===== src/rtl/vend_pkg.sv =====
package vend_pkg;

  typedef enum logic [1:0] {
    COIN_NONE   = 2'd0,
    COIN_NICKEL = 2'd1,
    COIN_DIME   = 2'd2
  } coin_e;

  // dime wins when both strobes are present
  function automatic coin_e coin_classify(input logic nickel, input logic dime);
    if (dime)        return COIN_DIME;
    else if (nickel) return COIN_NICKEL;
    else             return COIN_NONE;
  endfunction

  function automatic logic [1:0] coin_steps(input coin_e c);
    case (c)
      COIN_NICKEL: return 2'd1;
      COIN_DIME:   return 2'd2;
      default:     return 2'd0;
    endcase
  endfunction

endpackage


===== src/rtl/vend_coin_decode.sv =====
module vend_coin_decode
  import vend_pkg::*;
(
  input  logic       nickel_i,
  input  logic       dime_i,
  output logic [1:0] steps_o
);
  coin_e coin;

  always_comb begin
    coin    = coin_classify(nickel_i, dime_i);
    steps_o = coin_steps(coin);
  end
endmodule


===== src/rtl/vend_credit_next.sv =====
module vend_credit_next #(
  parameter int unsigned CW  = 2,
  parameter int unsigned TOP = 3
) (
  input  logic [CW-1:0] credit_i,
  input  logic [1:0]    steps_i,
  output logic [CW-1:0] credit_o
);
  localparam int unsigned SW = CW + 2;

  logic [SW-1:0] sum;

  always_comb begin
    sum = SW'(credit_i) + SW'(steps_i);
    if (sum >= SW'(TOP)) credit_o = CW'(TOP);
    else                 credit_o = sum[CW-1:0];
  end
endmodule


===== src/rtl/vend_open_predict.sv =====
module vend_open_predict #(
  parameter int unsigned CW  = 2,
  parameter int unsigned TOP = 3
) (
  input  logic [CW-1:0] credit_i,
  input  logic [1:0]    steps_i,
  output logic          open_d_o
);
  localparam int unsigned SW = CW + 2;

  logic [SW-1:0] gap;

  always_comb begin
    gap      = SW'(TOP) - SW'(credit_i);
    open_d_o = (credit_i == CW'(TOP)) || (SW'(steps_i) >= gap);
  end
endmodule


===== src/rtl/vend_credit_fsm.sv =====
module vend_credit_fsm #(
  parameter int unsigned STEP_CENTS  = 5,
  parameter int unsigned PRICE_CENTS = 15
) (
  input  logic clk,
  input  logic rst,
  input  logic nickel_i,
  input  logic dime_i,
  output logic open_o
);
  localparam int unsigned LEVELS = PRICE_CENTS / STEP_CENTS + 1;
  localparam int unsigned CW     = (LEVELS > 2) ? $clog2(LEVELS) : 1;
  localparam int unsigned TOP    = LEVELS - 1;

  logic [1:0]    steps;
  logic [CW-1:0] credit_q, credit_d;
  logic          open_q, open_d;

  vend_coin_decode u_decode (
    .nickel_i (nickel_i),
    .dime_i   (dime_i),
    .steps_o  (steps)
  );

  vend_credit_next #(.CW(CW), .TOP(TOP)) u_next (
    .credit_i (credit_q),
    .steps_i  (steps),
    .credit_o (credit_d)
  );

  vend_open_predict #(.CW(CW), .TOP(TOP)) u_predict (
    .credit_i (credit_q),
    .steps_i  (steps),
    .open_d_o (open_d)
  );

  always_ff @(posedge clk) begin
    if (rst) begin
      credit_q <= '0;
      open_q   <= 1'b0;
    end else begin
      credit_q <= credit_d;
      open_q   <= open_d;
    end
  end

  assign open_o = open_q;

  AST_RESET_CLEARS: assert property (@(posedge clk) rst |=> (credit_q == '0 && !open_q));
  AST_FLAG_TRACKS_CREDIT: assert property (@(posedge clk) disable iff (rst)
    $past(!rst) |-> (open_q == (credit_q == CW'(TOP))));
  AST_FLAG_STICKY: assert property (@(posedge clk) disable iff (rst) open_q |=> open_q);
  AST_IDLE_HOLDS: assert property (@(posedge clk) disable iff (rst)
    (!nickel_i && !dime_i) |=> ($stable(credit_q) && $stable(open_q)));
  AST_NICKEL_STEP: assert property (@(posedge clk) disable iff (rst)
    (nickel_i && !dime_i && credit_q != CW'(TOP)) |=> (credit_q == $past(credit_q) + CW'(1)));
  AST_DIME_STEP: assert property (@(posedge clk) disable iff (rst)
    (dime_i && credit_q < CW'(TOP - 1)) |=> (credit_q == $past(credit_q) + CW'(2)));
  AST_SATURATE: assert property (@(posedge clk) disable iff (rst)
    (dime_i && credit_q >= CW'(TOP - 1)) |=> (credit_q == CW'(TOP)));
endmodule


===== config.mk =====
export PLATFORM = sky130hd
export DESIGN_NAME = vend_credit_fsm
export DESIGN_NICKNAME = d
export VERILOG_FILES = /design/src/rtl/vend_pkg.sv /design/src/rtl/vend_coin_decode.sv /design/src/rtl/vend_credit_next.sv /design/src/rtl/vend_open_predict.sv /design/src/rtl/vend_credit_fsm.sv
export SDC_FILE = /design/constraint.sdc
export NUM_CORES = 1
export LEC_CHECK = 0
export ABC_CLOCK_PERIOD_IN_PS = 2100
export BUFFER_PORTS_ARGS = -buffer_cell sky130_fd_sc_hd__clkbuf_2
export CAP_MARGIN = 40
export CORE_AREA = 2 2 39 41
export DETAILED_ROUTE_END_ITERATION = 10
export DIE_AREA = 0 0 41 43
export PLACE_DENSITY = 0.3
export SLEW_MARGIN = 20
export SYNTH_ARGS = -nofsm -noshare
export SYNTH_HDL_FRONTEND = slang
export SYNTH_HIERARCHICAL = 1
export SYNTH_SLANG_ARGS = --single-unit

===== constraint.sdc =====
create_clock -name clk -period 2.1 [get_ports clk]
set_input_delay 0.105 -clock clk [delete_from_list [all_inputs] [get_ports clk]]
set_output_delay 0.105 -clock clk [all_outputs]
set_load 0.02 [all_outputs]

**Word-level counts from Yosys, hierarchy flattened**

Cells that the tools add are included.

- Div/mod/pow operators: 0
- Add/sub/neg operators: 2
- Reductions and logical operators: 1
- Equality and inequality tests: 3
- Order comparisons: 2
- Bitwise logic cells: 0
- Multiplexer cells: 4
- Shifts and indexed selects: 0
- Multiply operators: 0

Operator list:

| cell | count |
|---|---|
| 2-bit equality test (second input constant) | 2 |
| 2-bit by 4-bit >= comparator with 1-bit output | 1 |
| 4-bit by 2-bit >= comparator with 1-bit output (second input constant) | 1 |
| 2-bit 2-to-1 mux | 2 |
| 2-bit case mux with 2 select lines | 1 |
| 2-bit by 2-bit adder with 3-bit output | 1 |
| 2-bit by 2-bit subtractor with 3-bit output (first input constant) | 1 |
| 2-bit by 1-bit equality test with 1-bit output (second input constant) | 1 |
| 1-bit logical OR | 1 |
| 1-bit 2-to-1 mux | 1 |

- Bits in latches: 0
- Output and inout bits: 1
- Logic and storage cells: 14
- Input port bits: 4
- Memories kept: 0
- Bits in registers: 3
- Memory bits (read-only): 0
- RAM bits: 0

**Depth between registers and ports, before layout**

Gate-level depths: netlist of the first run.

- Word-level depth: 7
- Gate-level depth with buffers: 6
- Mapped depth without buffers: 6

**Cells and area by module**

The synthesis of the first run kept the hierarchy.

By module, submodules not included:

| module | area each (sq um) | cells each | times used | seq. area each (sq um) |
|---|---|---|---|---|
| vend_credit_fsm | 78.8 | 6 | 1 | 60.1 |
| vend_open_predict | 48.8 | 6 | 1 | 0.0 |
| vend_credit_next | 45.0 | 4 | 1 | 0.0 |
| vend_coin_decode | 10.0 | 2 | 1 | 0.0 |

**Worst setup path after synthesis of the first run**

Ideal clock, no wire load.

- Kind: flip-flop to flip-flop
- From: register credit_q[0]
- To: register credit_q[1]
- Clock period less this slack: 1.330 ns
- Stages on the path, launching flop included: 5
- Buffers on the path: 0
- Data arrival time: 1.217 ns
- Setup time: 0.114 ns
- Data required time: 1.986 ns
- Slack: 0.770 ns
- Cell sequence: dfxtp_1 ha_1 fa_1 or2_1 nor2b_1

- Word-level cells in the longest chain between the ends: 3

Ends and longest elaborated chain:

| what | line | text |
|---|---|---|
| start: declaration | vend_credit_fsm.sv:16 | `logic [CW-1:0] credit_q, credit_d;` |
| start signal: assignment | vend_credit_fsm.sv:42 | `credit_q <= credit_d;` |
| 2-bit by 2-bit adder with 3-bit output * | vend_credit_next.sv:14 | `sum = SW'(credit_i) + SW'(steps_i);` |
| 4-bit by 2-bit >= comparator with 1-bit output | vend_credit_next.sv:15 | `if (sum >= SW'(TOP)) credit_o = CW'(TOP);` |
| 2-bit 2-to-1 mux * | vend_credit_next.sv:15 |  |
| via credit_d[1] | vend_credit_fsm.sv:16 |  |

The timed path passes the listed nets; every way through them passes the cells marked *.
A chain may end at the register's enable or synchronous reset.

**Worst setup path after layout of the first run**

Same ends and word-level chain as after synthesis.

==> results of run 1 <==
layout make-up:
type,instances,share of cell area
clock buffers,4,0.107
inverters,2,0.0306
multi-input cells,12,0.454
repair buffers,4,0.0816
flip-flops and latches,3,0.245
well taps,16,0.0816
worst paths after layout:
path	endpoint	slack, ps	cells after the start
setup reg to reg	credit_q[1]$_SDFF_PP0_	730	4
hold / removal	credit_q[1]$_SDFF_PP0_	60	2
setup / recovery	credit_q[1]$_SDFF_PP0_	730	4
hold reg to reg	open_o$_SDFF_PP0_	660	2
worst max-delay path, stage by stage, from the launching register on:
cell and delay [ps]:
dfxtp_1 330, ha_1 210, fa_1 410, or2_1 200, nor2b_1 120
metrics by stage:
step / std cells / util / worst slack (ps)
after floorplan: 18 / - / 770
after global placement: 37 / 0.158 / 694
after detailed placement: 37 / 0.158 / 691
after CTS: 41 / 0.177 / 722
after global routing: 41 / 0.177 / 673
final: 41 / 0.177 / 727
layout by cell type (no fill, tap or decap), drive strengths merged:
| cell | instances |
|---|---|
| nand2b | 1 |
| a221o | 1 |
| clkbuf | 8 |
| nor2b | 4 |
| fa | 1 |
| or2 | 2 |
| inv | 2 |
| dfxtp | 3 |
| ha | 3 |
cell families (layout without fill, tap and decap cells):
kind of cell | count (synthesis) | after routing | share of synthesized area
compound gates | 1 | 1 | 0.0548
fa+ha+maj | 4 | 4 | 0.315
buf+inv | 3 | 10 | 0.0616
flops | 3 | 3 | 0.329
simple gates | 7 | 7 | 0.240
where the power goes:
group | internal [mW] | switching [mW]
clock network | 0.0711 | 0.0287
registers | 0.0673 | 0.00761
logic | 0.0278 | 0.0198
total | 0.166 | 0.0561
per-layer routing:
| layer | up-vias | routed length, microns | global-route usage |
|---|---|---|---|
| met3 | 0 | 30 | 0.0157 |
| met5 | - | 0 | 0 |
| met2 | 5 | 95 | 0.0313 |
| li1 | 70 | - | - |
| met1 | 56 | 141 | 0.0607 |
| met4 | 0 | 0 | 0.0600 |
sequential cells by signal, summed over array words and instances (netlist names):
signal    flops
credit_q      2
open_o        1
==> impl_metrics.py, run 1 <==
metrics = {
    "run_status": {
        "outcome": "finished, final reports clean",
    },
    "timing": {
        "tns_ps": 0,
        "finalCritPeriodShare": 0.654,
        "setup_violations": 0,
        "rsz0062_at_grt": "false",
        "hold_viol": 0,
        "slew_viol_final": 0,
        "final.setup_skew_ps": 4.91,
        "hold_ws_ps": 62.8,
        "clock.fmax_ghz": 0.728,
        "maxSlewHeadroom": 0.895,
        "tightestPinTransition_ps": 157,
        "fin_crit_ps": 1370,
    },
    "power_and_ir_drop": {
        "total_power_mw": 0.222,
        "leakage_nw": 0.117,
        "peakVddDrop_v": 0.000125,
        "power_density_nw_per_um2": 907,
    },
    "worst_setup_path": {
        "critPathMaxFanout": 3,
        "critical_path_class": "flop to flop",
        "critical_path.startpoint": "credit_q[0]$_SDFF_PP0_",
        "cp.arrival_ps": 1500,
        "crit_path_start_kind": "flop",
        "cp.required_ps": 2230,
        "cp-end-kind": "flop",
        "crit-reg2reg-launch": "credit_q[0]$_SDFF_PP0_",
    },
    "die": {
        "core_sq_um": 1380,
        "die_w_microns": 41,
        "ioPinCount": 5,
        "initial_core_util": 0.132,
        "num_rows": 14,
        "die_y_microns": 43,
        "die_area_sq_um": 1760,
    },
    "layout": {
        "area_delta_synth_final_pct": 34.2,
        "fillers": 163,
        "final_area_sq_um": 245,
        "register_area_sq_um": 60.1,
        "layout-drive-gt1-share": 0.280,
        "nets": 34,
        "multiInputGateArea_sq_um": 111,
        "diodes": 0,
    },
    "flow_run": {
        "maxCapViolCount": 0,
    },
    "clock_network": {
        "htreeDepth": 1,
        "cts_tree": "built",
        "clkLatencyLatePin_ps": 230,
        "post-cts-setup-buffers": 0,
        "hold_buffers": 0,
        "cts_resized": 0,
        "path_clk_slew_ps": 40,
        "cts.sinks": 3,
        "cts-buffers-inserted": 3,
        "cts_max_path_buffers": 2,
        "clock-root-buffer": "clkbuf_4",
    },
    "route": {
        "drt_iter0_drc": 4,
        "routedWlPerCell_microns": 6.51,
        "ant_nets": 0,
        "vias_per_cell": 3.20,
        "drc": 0,
        "vias": 131,
        "drt-total-wl_microns": 267,
        "first_pass_iters": 4,
    },
    "hold_path": {
        "hp-start": "rst",
        "holdCritPathClass": "primary input to flop",
    },
    "synthesis": {
        "synth_top_area_cell": "dfxtp_1",
        "syn-num-nets": 26,
        "synth_commonest_cells": "nor2b_1 (4), dfxtp_1 (3), ha_1 (3)",
        "synth_edf_count": 0,
        "synth_area_leaders": "dfxtp_1 (33%), ha_1 (21%), nor2b_1 (14%), fa_1 (11%), or2_1 (6.8%)",
        "yosysWarnings": 6,
        "yosysTopAreaCellShare": 0.329,
        "synth-main-ff-cell": "dfxtp_1",
        "yosysMostFrequentCell": "nor2b_1",
        "ys_types": 9,
        "synth_seq_area_share": 0.329,
        "syn_area_per_cell_sq_um": 10.1,
        "synth.cell_area_sq_um": 183,
        "syn_inst": 18,
        "synthArstFlopShare": 0,
        "ys_seq_elements": 3,
    },
    "global_route": {
        "grt_overflow": 0,
        "grt_max_degree": 4,
        "grt_use_total": 0.0411,
        "grt_pass1_vias": 119,
        "grt_pass1_wl_microns": 441,
        "antenna_found_initial": 0,
    },
    "placement": {
        "gp_congestion": 0.556,
        "portBuffers": 4,
        "placed_area_sq_um": 219,
    },
}
Note: power is estimated with default switching activity, not from simulation.
==> run 2, diff against run 1 <==
--- a/config.mk
+++ b/config.mk
@@ -5,7 +5,7 @@
 export SDC_FILE = /design/constraint.sdc
 export NUM_CORES = 1
 export LEC_CHECK = 0
-export ABC_CLOCK_PERIOD_IN_PS = 2100
+export ABC_CLOCK_PERIOD_IN_PS = 1400
 export BUFFER_PORTS_ARGS = -buffer_cell sky130_fd_sc_hd__clkbuf_2
 export CAP_MARGIN = 40
 export CORE_AREA = 2 2 39 41
==> constraint.sdc (replaced) <==
create_clock -name clk -period 1.4 [get_ports clk]
set_input_delay 0.07 -clock clk [delete_from_list [all_inputs] [get_ports clk]]
set_output_delay 0.07 -clock clk [all_outputs]
set_load 0.02 [all_outputs]
==> run 2 against run 1 <==
Cell count up 2.4%. Count of clock-buffer cells in the layout unchanged. Non-clock buffer count up 1. Register-to-register slack worse by 680 ps. Fmax up 1.4%. First-iteration DRC count down 50%. Critical path depth unchanged. Clock skew down 3.9 ps. Sequential power up 52%. Highest routed layer is now met4.
==> impl_metrics.py, run 2 (synthesized netlist as in run 1, its figures left out) <==
metrics = {
    "layout": {
        "final_area_sq_um": 256,
        "area_delta_synth_final_pct": 40.4,
        "largest_reg_flops": 2,
        "multiInputGateArea_sq_um": 114,
        "nets": 35,
        "diodes": 0,
        "final_cells": 42,
        "layout_common_cells": "nor2b_1 (4), clkbuf_2 (4), clkbuf_4 (3), ha_1 (3)",
        "fin_util": 0.185,
        "register_area_sq_um": 61.3,
        "fillers": 170,
        "layout-drive-gt1-share": 0.385,
        "top_register": "credit_q",
    },
    "timing": {
        "tightestPinTransition_ps": 170,
        "hold_viol": 0,
        "fin_crit_ps": 1350,
        "finalCritPeriodShare": 0.967,
        "setup_violations": 0,
        "clock.fmax_ghz": 0.738,
        "tns_ps": 0,
        "rsz0062_at_grt": "false",
        "final.setup_skew_ps": 0.986,
        "layout_setup_ws_ps": 45.8,
        "slew_viol_final": 0,
        "maxSlewHeadroom": 0.887,
        "hold_ws_ps": 23.2,
    },
    "route": {
        "first_pass_iters": 3,
        "ant_nets": 0,
        "drt_iter0_drc": 2,
        "routedWlPerCell_microns": 7.43,
        "vias": 138,
        "met1_length_microns": 144,
        "drt-total-wl_microns": 312,
        "routed-wl-met2_microns": 127,
        "drc": 0,
        "highest_layer": "met4",
        "vias_per_cell": 3.29,
        "dr_wl_met3_microns": 30,
    },
    "power_and_ir_drop": {
        "leakage_nw": 0.120,
        "power_density_nw_per_um2": 1320,
        "peakVddDrop_v": 0.000355,
        "total_power_mw": 0.338,
    },
    "worst_setup_path": {
        "crit_path_start_kind": "flop",
        "crit-reg2reg-launch": "credit_q[0]$_SDFF_PP0_",
        "crit_family": "adder cells",
        "max_stage_delay_ps": 400,
        "path_depth": 4,
        "crit_slowest_cell": "fa_2",
        "cp.arrival_ps": 1470,
        "r2r_cells": 4,
        "critPathMaxFanout": 3,
        "crit_buf_inv": 0,
        "endpoint": "credit_q[1]$_SDFF_PP0_",
        "r2r_setup_slack_ps": 50,
        "crit_chain": "ha_1 -> fa_2 -> or2_1 -> nor2b_1",
        "cp-end-kind": "flop",
        "cp.required_ps": 1520,
        "critical_path_class": "flop to flop",
        "critical_path.startpoint": "credit_q[0]$_SDFF_PP0_",
        "r2r-end": "credit_q[1]$_SDFF_PP0_",
    },
    "clock_network": {
        "cts-buffers-inserted": 3,
        "cts.sinks": 3,
        "path_clk_slew_ps": 30,
        "htreeDepth": 1,
        "clkLatencyLatePin_ps": 230,
        "clock-root-buffer": "clkbuf_4",
        "cts_max_path_buffers": 2,
        "cts_tree": "built",
        "hold_buffers": 0,
    },
    "placement": {
        "dp_slack_ps": 8.45,
        "place_inst": 38,
        "gp_congestion": 0.554,
        "portBuffers": 4,
        "placed_area_sq_um": 226,
        "dp_hpwl_microns": 268,
    },
    "die": {
        "die_y_microns": 43,
        "die_area_sq_um": 1760,
        "ioPinCount": 5,
        "die_w_microns": 41,
        "num_rows": 14,
        "initial_core_util": 0.132,
        "core_sq_um": 1380,
    },
    "global_route": {
        "antenna_found_initial": 0,
        "grt_pass1_vias": 130,
        "grt_use_total": 0.0542,
        "grt_max_degree": 4,
        "grt_overflow": 0,
        "grt_pass1_wl_microns": 496,
    },
    "hold_path": {
        "holdCritPathClass": "primary input to flop",
    },
    "flow_run": {
        "maxCapViolCount": 0,
    },
    "run_status": {
        "outcome": "finished, final reports clean",
    },
}
[run 2: changes by cell type in the layout (fill, tap and decap cells not counted)]
cell / previous run / this run
dfxtp_1: 3 / 2
fa_2: 0 / 1
fa_1: 1 / 0
buf_4: 0 / 1
dfxtp_2: 0 / 1
[run 2: worst min-delay path by stage]
stage / startpoint / to / slack, ps / depth (start not counted)
3_3_place_gp: rst / credit_q[1]$_SDFF_PP0_ / 270 / 2
6_report: rst / credit_q[0]$_SDFF_PP0_ / 20 / 2
2_1_floorplan: rst / credit_q[0]$_SDFF_PP0_ / 140 / 1
5_1_grt: rst / credit_q[0]$_SDFF_PP0_ / 20 / 2
4_1_cts: rst / credit_q[0]$_SDFF_PP0_ / 20 / 2
3_5_place_dp: rst / credit_q[0]$_SDFF_PP0_ / 270 / 2
[run 2: report_power, final]
part           internal, mW  switching [mW]
combinational        0.0445          0.0316
clock                 0.107          0.0419
sequential            0.102          0.0116
[run 2: timing repair]
action / in CTS / in global routing
hold endpoints to repair: 0 / 0
endpoints found under the setup margin: 1 / 2
setup buffers: 0 / 0
resized for setup: 1 / 1
gates cloned: 0 / 0
[run 2: per-layer routing]
layer	vias to the layer above	GRT usage
met1	58	0.0545
li1	73	-
met4	0	0.0600
met3	2	0.0628
met5	-	0
met2	5	0.0500
[run 2: cell type report]
class	count	share of cell area
Multi-Input combinational cell	12	0.444
Sequential cell	3	0.239
Timing Repair Buffer	5	0.107
Clock buffer	4	0.102
Tap cell	16	0.0780
Inverter	2	0.0293
==> run 3, diff against run 2 <==
--- a/config.mk
+++ b/config.mk
@@ -11,6 +11,7 @@
 export CORE_AREA = 2 2 39 41
 export DETAILED_ROUTE_END_ITERATION = 10
 export DIE_AREA = 0 0 41 43
+export GPL_TIMING_DRIVEN = 0
 export PLACE_DENSITY = 0.3
 export SLEW_MARGIN = 20
 export SYNTH_ARGS = -nofsm -noshare
==> run 3 against run 2 <==
Clock skew barely moved. Sequential share of layout area rose by 0.36 points. Non-clock buffer count unchanged. Die area unchanged. Global-route usage did not move. Count of clock-buffer cells in the layout unchanged. Critical path type unchanged.
==> impl_metrics.py, run 3 (synthesized netlist as in run 1, its figures left out) <==
metrics = {
    "placement": {
        "placed_area_sq_um": 223,
        "dp_hpwl_microns": 259,
        "portBuffers": 4,
        "place_inst": 38,
        "gp_congestion": 0.581,
        "dp_slack_ps": 6.49,
    },
    "layout": {
        "nets": 35,
        "final_area_sq_um": 253,
        "diodes": 0,
        "layout-drive-gt1-share": 0.346,
        "layout_common_cells": "nor2b_1 (4), clkbuf_2 (4), clkbuf_4 (3)",
        "area_delta_synth_final_pct": 38.4,
        "top_register": "credit_q",
        "largest_reg_flops": 2,
        "final_cells": 42,
    },
    "clock_network": {
        "cts-buffers-inserted": 3,
        "cts.sinks": 3,
        "clock-root-buffer": "clkbuf_4",
        "cts_tree": "built",
        "path_clk_slew_ps": 30,
        "cts_resized": 0,
        "post-cts-setup-buffers": 0,
        "htreeDepth": 1,
        "clkLatencyLatePin_ps": 230,
        "hold_buffers": 0,
        "cts_max_path_buffers": 2,
    },
    "power_and_ir_drop": {
        "total_power_mw": 0.335,
        "switching_power_mw": 0.0838,
        "peakVddDrop_v": 0.000353,
        "leakage_nw": 0.116,
        "comb_power_share": 0.221,
        "p_clk_frac": 0.442,
        "p_seq_frac": 0.337,
        "switching_share": 0.250,
        "power_density_nw_per_um2": 1330,
        "power.internal_mw": 0.252,
    },
    "die": {
        "core_sq_um": 1380,
        "die_y_microns": 43,
        "ioPinCount": 5,
        "initial_core_util": 0.132,
        "num_rows": 14,
        "die_area_sq_um": 1760,
        "die_w_microns": 41,
    },
    "hold_path": {
        "holdCritPathClass": "primary input to flop",
        "hp-start": "rst",
        "whs_path_depth": 2,
        "holdPathEnd": "credit_q[0]$_SDFF_PP0_",
    },
    "worst_setup_path": {
        "critPathMaxFanout": 3,
        "cp.arrival_ps": 1470,
        "cp-end-kind": "flop",
        "critical_path_class": "flop to flop",
        "crit-reg2reg-launch": "credit_q[0]$_SDFF_PP0_",
        "r2r_cells": 4,
        "cp.required_ps": 1520,
        "r2r-end": "credit_q[1]$_SDFF_PP0_",
        "crit_path_start_kind": "flop",
        "r2r_setup_slack_ps": 50,
    },
    "route": {
        "drc": 0,
        "ant_nets": 0,
        "vias": 132,
        "vias_per_cell": 3.14,
        "drt_iter0_drc": 1,
        "routedWlPerCell_microns": 7.19,
        "first_pass_iters": 2,
        "drt-total-wl_microns": 302,
    },
    "flow_run": {
        "maxCapViolCount": 0,
    },
    "timing": {
        "clock.fmax_ghz": 0.740,
        "hold_ws_ps": 26.1,
        "final.setup_skew_ps": 1.23,
        "maxSlewHeadroom": 0.892,
        "rsz0062_at_grt": "true",
        "fin_crit_ps": 1350,
        "setup_violations": 0,
        "layout_setup_ws_ps": 48.8,
        "tightestPinTransition_ps": 161,
        "slew_viol_final": 0,
        "hold_viol": 0,
        "finalCritPeriodShare": 0.965,
    },
    "global_route": {
        "grt_use_total": 0.0542,
        "grt_overflow": 0,
        "grt_pass1_vias": 145,
        "antenna_found_initial": 0,
        "grt_max_degree": 4,
        "grt_pass1_wl_microns": 510,
    },
    "run_status": {
        "outcome": "finished, final reports clean",
    },
}
run 3: worst max-delay path: stages, from the launching register on:
cell and delay [ps]:
dfxtp_2 320, ha_2 180, fa_1 420, or2_1 200, nor2b_1 120
run 3: layout make-up:
cell class	count	area, sq um
Clock buffer	4	26.3
Multi-Input combinational cell	12	114
Tap cell	16	20.0
Timing Repair Buffer	4	20.0
Inverter	2	7.51
Buffer	1	3.75
Sequential cell	3	61.3
Fill cell	166	1130
run 3: power by group through the flow:
stage	Sequential, mW	Combinational, mW	Clock (mW)
after CTS	0.113	0.0766	0.158
final	0.113	0.0741	0.148
after global routing	0.117	0.0882	0.176
after global placement	0.115	0.0763	0
after detailed placement	0.114	0.0761	0
after floorplan	0.118	0.0493	0
run 3: metal layers:
| metal | part of all wire | wire length, microns | up-vias | track usage |
|---|---|---|---|---|
| li1 | - | - | 73 | - |
| met1 | 0.48 | 146 | 52 | 0.0481 |
| met2 | 0.38 | 116 | 5 | 0.0563 |
| met3 | 0.099 | 30 | 2 | 0.0628 |
| met4 | 0.026 | 8 | 0 | 0.0600 |
| met5 | 0 | 0 | - | 0 |
run 3: how the worst max path moves through the flow:
stage	from	to	slack, ps	cells after the start
global route	credit_q[0]$_SDFF_PP0_	credit_q[1]$_SDFF_PP0_	-6	4
finish	credit_q[0]$_SDFF_PP0_	credit_q[1]$_SDFF_PP0_	50	4
detailed placement	credit_q[0]$_SDFF_PP0_	credit_q[1]$_SDFF_PP0_	6	4
global placement	credit_q[0]$_SDFF_PP0_	credit_q[1]$_SDFF_PP0_	5	4
CTS	credit_q[0]$_SDFF_PP0_	credit_q[1]$_SDFF_PP0_	0.6	4
floorplan	credit_q[0]$_SDFF_PP0_	credit_q[1]$_SDFF_PP0_	70	4
run 3: stage by stage:
stage	setup TNS, ps	utilization
2_1_floorplan	0	-
3_3_place_gp	0	0.161
3_5_place_dp	0	0.161
4_1_cts	0	0.180
5_1_grt	-6.33	0.183
6_report	0	0.183
